<file path="src/rtl/fw_pkg.sv">
package fw_pkg;
  localparam int NCID      = 8;
  localparam int CID_W     = $clog2(NCID);
  localparam int WORD_W    = 32;
  localparam int SPARE_W   = WORD_W - 3 - 3 * NCID;

  localparam logic [1:0] ACC_READ  = 2'd0;
  localparam logic [1:0] ACC_WRITE = 2'd1;
  localparam logic [1:0] ACC_EXEC  = 2'd2;

  typedef struct packed {
    logic [SPARE_W-1:0] spare;
    logic               en;
    logic               priv;
    logic               sec;
    logic [NCID-1:0]    pmap;
    logic [NCID-1:0]    wmap;
    logic [NCID-1:0]    rmap;
  } page_rule_t;
endpackage

</file>
<file path="src/rtl/fw_reset_sync.sv">
module fw_reset_sync (
  input  logic clk,
  input  logic rst_n_i,
  output logic rst_n_o
);
  logic [1:0] sync_q;

  always_ff @(posedge clk or negedge rst_n_i) begin
    if (!rst_n_i) sync_q <= 2'b00;
    else          sync_q <= {sync_q[0], 1'b1};
  end

  assign rst_n_o = sync_q[1];
endmodule

</file>
<file path="src/rtl/fw_page_dec.sv">
module fw_page_dec #(
  parameter int ADDR_W = 17,
  parameter int OFS_W  = 12,
  localparam int PG_W  = ADDR_W - OFS_W
) (
  input  logic [ADDR_W-1:0] addr,
  output logic [PG_W-1:0]   page
);
  assign page = addr[ADDR_W-1:OFS_W];
endmodule

</file>
<file path="src/rtl/fw_rule_bank.sv">
module fw_rule_bank
  import fw_pkg::*;
#(
  parameter int NPAGES      = 32,
  parameter int TRUSTED_CID = 1,
  localparam int PG_W       = $clog2(NPAGES),
  localparam int CFG_AW     = PG_W + 1
) (
  input  logic              clk,
  input  logic              rst_n,
  input  logic              cfg_we,
  input  logic [CID_W-1:0]  cfg_cid,
  input  logic [CFG_AW-1:0] cfg_addr,
  input  logic [WORD_W-1:0] cfg_wdata,
  output logic [WORD_W-1:0] cfg_rdata,
  input  logic [PG_W-1:0]   req_page,
  output page_rule_t        eff_rule,
  output logic              bypass,
  input  logic              fault_vld,
  input  logic [PG_W-1:0]   fault_page
);
  localparam int CTRL_ADDR  = NPAGES;
  localparam int FAULT_ADDR = NPAGES + 1;

  logic [NPAGES-1:0][WORD_W-1:0] regs_q, regs_d;
  logic                          byp_q, byp_d;
  logic                          cfg_ok;
  page_rule_t                    stored, dflt;

  assign cfg_ok = cfg_we && (int'(cfg_addr) <= CTRL_ADDR) &&
                  (cfg_cid == CID_W'(TRUSTED_CID));

  always_comb begin
    regs_d = regs_q;
    byp_d  = byp_q;
    if (cfg_ok) begin
      if (int'(cfg_addr) < NPAGES) regs_d[cfg_addr[PG_W-1:0]] = cfg_wdata;
      else                         byp_d = cfg_wdata[0];
    end
  end

  always_ff @(posedge clk or negedge rst_n) begin
    if (!rst_n) begin
      regs_q <= '0;
      byp_q  <= 1'b0;
    end else if (cfg_ok) begin
      regs_q <= regs_d;
      byp_q  <= byp_d;
    end
  end

  always_comb begin
    dflt       = '0;
    dflt.en    = 1'b1;
    dflt.sec   = 1'b1;
    dflt.rmap  = NCID'(1) << TRUSTED_CID;
    dflt.wmap  = NCID'(1) << TRUSTED_CID;
    dflt.pmap  = NCID'(1) << TRUSTED_CID;
    stored     = page_rule_t'(regs_q[req_page]);
    eff_rule   = stored.en ? stored : dflt;
  end

  assign bypass = byp_q;

  always_comb begin
    cfg_rdata = '0;
    if (int'(cfg_addr) < NPAGES)        cfg_rdata = regs_q[cfg_addr[PG_W-1:0]];
    else if (int'(cfg_addr) == CTRL_ADDR)  cfg_rdata = {{(WORD_W-1){1'b0}}, byp_q};
    else if (int'(cfg_addr) == FAULT_ADDR) cfg_rdata = {{(WORD_W-PG_W-1){1'b0}}, fault_vld, fault_page};
  end

  // untrusted configuration writes leave every rule untouched
  assert_cfg_ignore_R3: assert property (@(posedge clk) disable iff (!rst_n)
    (cfg_we && cfg_cid != CID_W'(TRUSTED_CID)) |=> ($stable(regs_q) && $stable(byp_q)));
endmodule

</file>
<file path="src/rtl/fw_check.sv">
module fw_check
  import fw_pkg::*;
(
  input  logic             clk,
  input  logic             rst_n,
  input  page_rule_t       rule,
  input  logic             bypass,
  input  logic [1:0]       kind,
  input  logic             req_sec,
  input  logic             req_priv,
  input  logic [CID_W-1:0] req_cid,
  output logic             allow
);
  logic sec_ok, map_ok, priv_ok, is_exec;

  assign is_exec = (kind == ACC_EXEC);

  always_comb begin
    if (req_sec) sec_ok = rule.sec | (bypass & ~is_exec);
    else         sec_ok = ~rule.sec;
    case (kind)
      ACC_READ, ACC_EXEC: map_ok = rule.rmap[req_cid];
      ACC_WRITE:          map_ok = rule.wmap[req_cid];
      default:            map_ok = 1'b0;
    endcase
    priv_ok = req_priv ? rule.pmap[req_cid] : ~rule.priv;
    allow   = sec_ok & map_ok & priv_ok;
  end

  // nonsecure requester never reaches a secure page
  assert_ns_to_sec_R5: assert property (@(posedge clk) disable iff (!rst_n)
    (!req_sec && rule.sec) |-> !allow);
  // secure fetch from a nonsecure page is never allowed
  assert_sec_exec_ns_R9: assert property (@(posedge clk) disable iff (!rst_n)
    (req_sec && !rule.sec && is_exec) |-> !allow);
  // without bypass, secure data cannot enter nonsecure pages
  assert_no_bypass_R8: assert property (@(posedge clk) disable iff (!rst_n)
    (req_sec && !rule.sec && !bypass) |-> !allow);
endmodule

</file>
<file path="src/rtl/page_firewall.sv">
module page_firewall
  import fw_pkg::*;
#(
  parameter int ADDR_W      = 17,
  parameter int OFS_W       = 12,
  parameter int TRUSTED_CID = 1,
  localparam int PG_W       = ADDR_W - OFS_W,
  localparam int NPAGES     = 1 << PG_W,
  localparam int CFG_AW     = PG_W + 1
) (
  input  logic              clk,
  input  logic              rst_n,
  input  logic              req_valid,
  input  logic [ADDR_W-1:0] req_addr,
  input  logic [1:0]        req_kind,
  input  logic              req_sec,
  input  logic              req_priv,
  input  logic [CID_W-1:0]  req_cid,
  input  logic [WORD_W-1:0] req_wdata,
  output logic [WORD_W-1:0] req_rdata,
  output logic              req_grant,
  output logic              illegal_o,
  output logic              mem_en,
  output logic              mem_we,
  output logic [ADDR_W-1:0] mem_addr,
  output logic [WORD_W-1:0] mem_wdata,
  input  logic [WORD_W-1:0] mem_rdata,
  input  logic              cfg_we,
  input  logic [CID_W-1:0]  cfg_cid,
  input  logic [CFG_AW-1:0] cfg_addr,
  input  logic [WORD_W-1:0] cfg_wdata,
  output logic [WORD_W-1:0] cfg_rdata
);
  logic            rst_sn;
  logic [PG_W-1:0] page;
  page_rule_t      eff_rule;
  logic            bypass, allow, deny;

  logic            illegal_q, illegal_d;
  logic            rdg_q, rdg_d;
  logic            fvld_q, fvld_d;
  logic [PG_W-1:0] fpage_q, fpage_d;

  fw_reset_sync u_rst (.clk(clk), .rst_n_i(rst_n), .rst_n_o(rst_sn));

  fw_page_dec #(.ADDR_W(ADDR_W), .OFS_W(OFS_W)) u_dec (.addr(req_addr), .page(page));

  fw_rule_bank #(.NPAGES(NPAGES), .TRUSTED_CID(TRUSTED_CID)) u_bank (
    .clk(clk), .rst_n(rst_sn), .cfg_we(cfg_we), .cfg_cid(cfg_cid),
    .cfg_addr(cfg_addr), .cfg_wdata(cfg_wdata), .cfg_rdata(cfg_rdata),
    .req_page(page), .eff_rule(eff_rule), .bypass(bypass),
    .fault_vld(fvld_q), .fault_page(fpage_q));

  fw_check u_chk (
    .clk(clk), .rst_n(rst_sn), .rule(eff_rule), .bypass(bypass),
    .kind(req_kind), .req_sec(req_sec), .req_priv(req_priv),
    .req_cid(req_cid), .allow(allow));

  assign req_grant = req_valid & allow;
  assign deny      = req_valid & ~allow;
  assign mem_en    = req_grant;
  assign mem_we    = req_grant & (req_kind == ACC_WRITE);
  assign mem_addr  = req_addr;
  assign mem_wdata = req_wdata;
  assign req_rdata = rdg_q ? mem_rdata : '0;

  always_comb begin
    illegal_d = deny;
    rdg_d     = req_grant & (req_kind != ACC_WRITE);
    fvld_d    = fvld_q | deny;
    fpage_d   = deny ? page : fpage_q;
  end

  always_ff @(posedge clk or negedge rst_sn) begin
    if (!rst_sn) begin
      illegal_q <= 1'b0;
      rdg_q     <= 1'b0;
      fvld_q    <= 1'b0;
      fpage_q   <= '0;
    end else begin
      illegal_q <= illegal_d;
      rdg_q     <= rdg_d;
      fvld_q    <= fvld_d;
      fpage_q   <= fpage_d;
    end
  end

  assign illegal_o = illegal_q;

  // a refused request never touches the memory
  assert_deny_blocks_R10: assert property (@(posedge clk) disable iff (!rst_sn)
    !req_grant |-> (!mem_en && !mem_we));
  // a refusal raises the illegal pulse and captures its page
  assert_illegal_pulse_R11: assert property (@(posedge clk) disable iff (!rst_sn)
    (req_valid && !req_grant) |=> (illegal_o && fvld_q && fpage_q == $past(page)));
  // no pulse without a refusal in the prior cycle
  assert_no_spurious_R11: assert property (@(posedge clk) disable iff (!rst_sn)
    !(req_valid && !req_grant) |=> !illegal_o);
endmodule

</file>
<file path="config.mk">
export PLATFORM = sky130hd
export DESIGN_NAME = page_firewall
export DESIGN_NICKNAME = d
export VERILOG_FILES = /design/src/rtl/fw_pkg.sv /design/src/rtl/fw_reset_sync.sv /design/src/rtl/fw_page_dec.sv /design/src/rtl/fw_rule_bank.sv /design/src/rtl/fw_check.sv /design/src/rtl/page_firewall.sv
export SDC_FILE = /design/constraint.sdc
export NUM_CORES = 2
export LEC_CHECK = 0
export CAP_MARGIN = 20
export CORE_MARGIN = 2
export CORE_UTILIZATION = 50
export DETAILED_ROUTE_END_ITERATION = 8
export DONT_BUFFER_PORTS = 1
export PLACE_DENSITY = 0.67
export SYNTH_ARGS = -nofsm -noshare
export SYNTH_HDL_FRONTEND = slang
export SYNTH_HIERARCHICAL = 1
export SYNTH_SLANG_ARGS = --single-unit
export TNS_END_PERCENT = 30
</file>
<file path="constraint.sdc">
create_clock -name clk -period 97.9 [get_ports clk]
set_clock_uncertainty 0.2 [all_clocks]
set_input_delay 4.895 -clock clk [delete_from_list [all_inputs] [get_ports clk]]
set_output_delay 4.895 -clock clk [all_outputs]
set_load 0.02 [all_outputs]
</file>
==> flow_metrics.tcl <==
set metrics [dict create \
    status "complete, no violations" \
    seq_area_um2 25900 \
    drc 0 \
    fin_crit_ps 14000 \
    io_buffers 0 \
    tns_ps 0 \
    die-area_um2 111300 \
    drt_iter0_markers 3198 \
    powerDensity_nw_per_um2 16.16 \
    grt_pass1_wl_mm 239.0 \
    path_max_fanout 325 \
    hpwlAfterDp_mm 80.40 \
    setup_viol 0 \
    overflow 0 \
    fp.coreArea_um2 107400 \
    synth_cells 3740 \
    layout_commonest_cell "dfrtp_1" \
    peakVddDrop_v 0.00001232 \
    reg2reg_to "fpage_q[2]$_DFFE_PN0P_" \
    routed_wl_mm 163.2 \
    max_cap_violations 0 \
    ys_warn_count 6 \
    io_pins 250 \
    cts_tree "done" \
    reg2regPathDepth 12 \
    p_leak_nw 27.52 \
    insertion_delay_ps 700 \
    h-tree-depth 3 \
    criticalPathCategory "input pin to output port" \
    worst_pin_slew_ps 1159 \
    period_share_pct 14.30 \
    row_count 120 \
    worstSetupStartpointType "input pin" \
    synth.avg_cell_area_um2 14.53 \
    postCtsHoldBufs 0 \
    endpoint "mem_we" \
    drt_first_pass_iters 8 \
    cts_buffers 112 \
    rrSetupSlack_ps 93490 \
    drv_slew 0 \
    grt_pass1_vias 34510 \
    syn2layout_area_growth_pct 7.727 \
    grt_use_total_pct 29.36 \
    dieHeight_um 333.6 \
    drive_gt1_share_pct 47.77 \
    cts_resized 0 \
    wl_per_cell_um 33.14 \
    max_freq_ghz 0.07142 \
    ant_nets 0 \
    hold_class "flop to flop" \
    via_per_inst 6.943 \
    layout_common_cells "dfrtp_1 (1034), mux2_2 (1030), mux4_2 (370)" \
    rsz0062_at_grt "no" \
    slew_headroom_pct 22.67 \
    nNetsFinal 3563 \
    die_w_um 333.6 \
    clk_path_buf_depth 3 \
    critical_path_required_ps 92810 \
    grt_max_degree 326 \
    initial_core_util_pct 50.61 \
    crit_start "req_addr[12]" \
    clkSlewWorstSetupHoldPaths_ps 60 \
    root_buffer "clkbuf_16" \
    critPathCaptureType "output port" \
    synthesis.area_um2 54330 \
    clock_sinks 1035 \
    postCtsSetupRepairBufs 0 \
    worstPathArrival_ps 8910 \
    hold_viol_final 0 \
    n_antenna_cell 0 \
    reg2reg_from "u_bank/regs_q[314]$_DFFE_PN0P_" \
    multi_input_comb_area_um2 26550 \
    fill_cells 8610 \
    syn_nets 3873 \
    report.power.total_mw 0.9458 \
    num_vias 34190 \
    antenna_found_initial 1 \
    globalplace.congestion 0.7741 \
]
[critical path, cell delays in order]
cell and delay, ps:
mux4_2 620, mux2_2 290, nand3_1 80, nand4_1 110, buf_4 330, o31ai_1 190
mux4_1 320, nor2_1 50, nor4b_1 560, o211a_1 450, nand2_1 140, nor3b_1 580
[sequential cells by signal, indices dropped and copies added, names as in the netlist]
signal	cells
fpage_q	5
illegal_o	1
u_bank/regs_q	1024
fvld_q	1
u_rst/sync_q	2
rdg_q	1
u_bank/bypass	1
[layer usage]
layer,part of all wire (%),up-vias,track usage [%]
met5,0.0098,-,0
met3,8.1,340,6.588
met2,47,1429,46.76
met1,41,18660,39.60
li1,-,13760,-
met4,3.8,2,10.85
[stage by stage]
step                hold WS (ps)  instance area, um2  utilization (%)  setup slack, ps  std cells
finish                     149.5               58530            54.52            83900       4924
global route               154.9               58530            54.52            84060       4924
CTS                        151.5               58450            54.45            84280       4920
detailed placement         137.9               54570            50.83            84290       4715
global placement           133.1               54570            50.83            84360       4715
floorplan                  131.2               54330                -            66710       3740
[where the power goes]
part	switching [mW]	total [mW]	internal, mW
clock network	0.177	0.442	0.265
logic	0.0264	0.0558	0.0294
registers	0.00844	0.448	0.440
[worst min path at each step]
stage | from | end | depth (start not counted)
floorplan | u_rst/sync_q[0]$_DFF_PN0_ | u_rst/sync_q[1]$_DFF_PN0_ | 0
global placement | u_rst/sync_q[0]$_DFF_PN0_ | u_rst/sync_q[1]$_DFF_PN0_ | 0
detailed placement | u_rst/sync_q[0]$_DFF_PN0_ | u_rst/sync_q[1]$_DFF_PN0_ | 0
CTS | u_rst/sync_q[0]$_DFF_PN0_ | u_rst/sync_q[1]$_DFF_PN0_ | 0
global route | u_rst/sync_q[0]$_DFF_PN0_ | u_rst/sync_q[1]$_DFF_PN0_ | 0
finish | u_rst/sync_q[0]$_DFF_PN0_ | u_rst/sync_q[1]$_DFF_PN0_ | 0
[final cells by class]
class	count	share of cell area, %
Clock inverter	29	0.6392
Timing Repair Buffer	40	0.6798
Sequential cell	1035	44.26
Multi-Input combinational cell	2230	45.36
Clock buffer	176	5.990
Tap cell	1403	2.999
Inverter	11	0.07269
No activity file was read; power rests on OpenSTA's default activity.
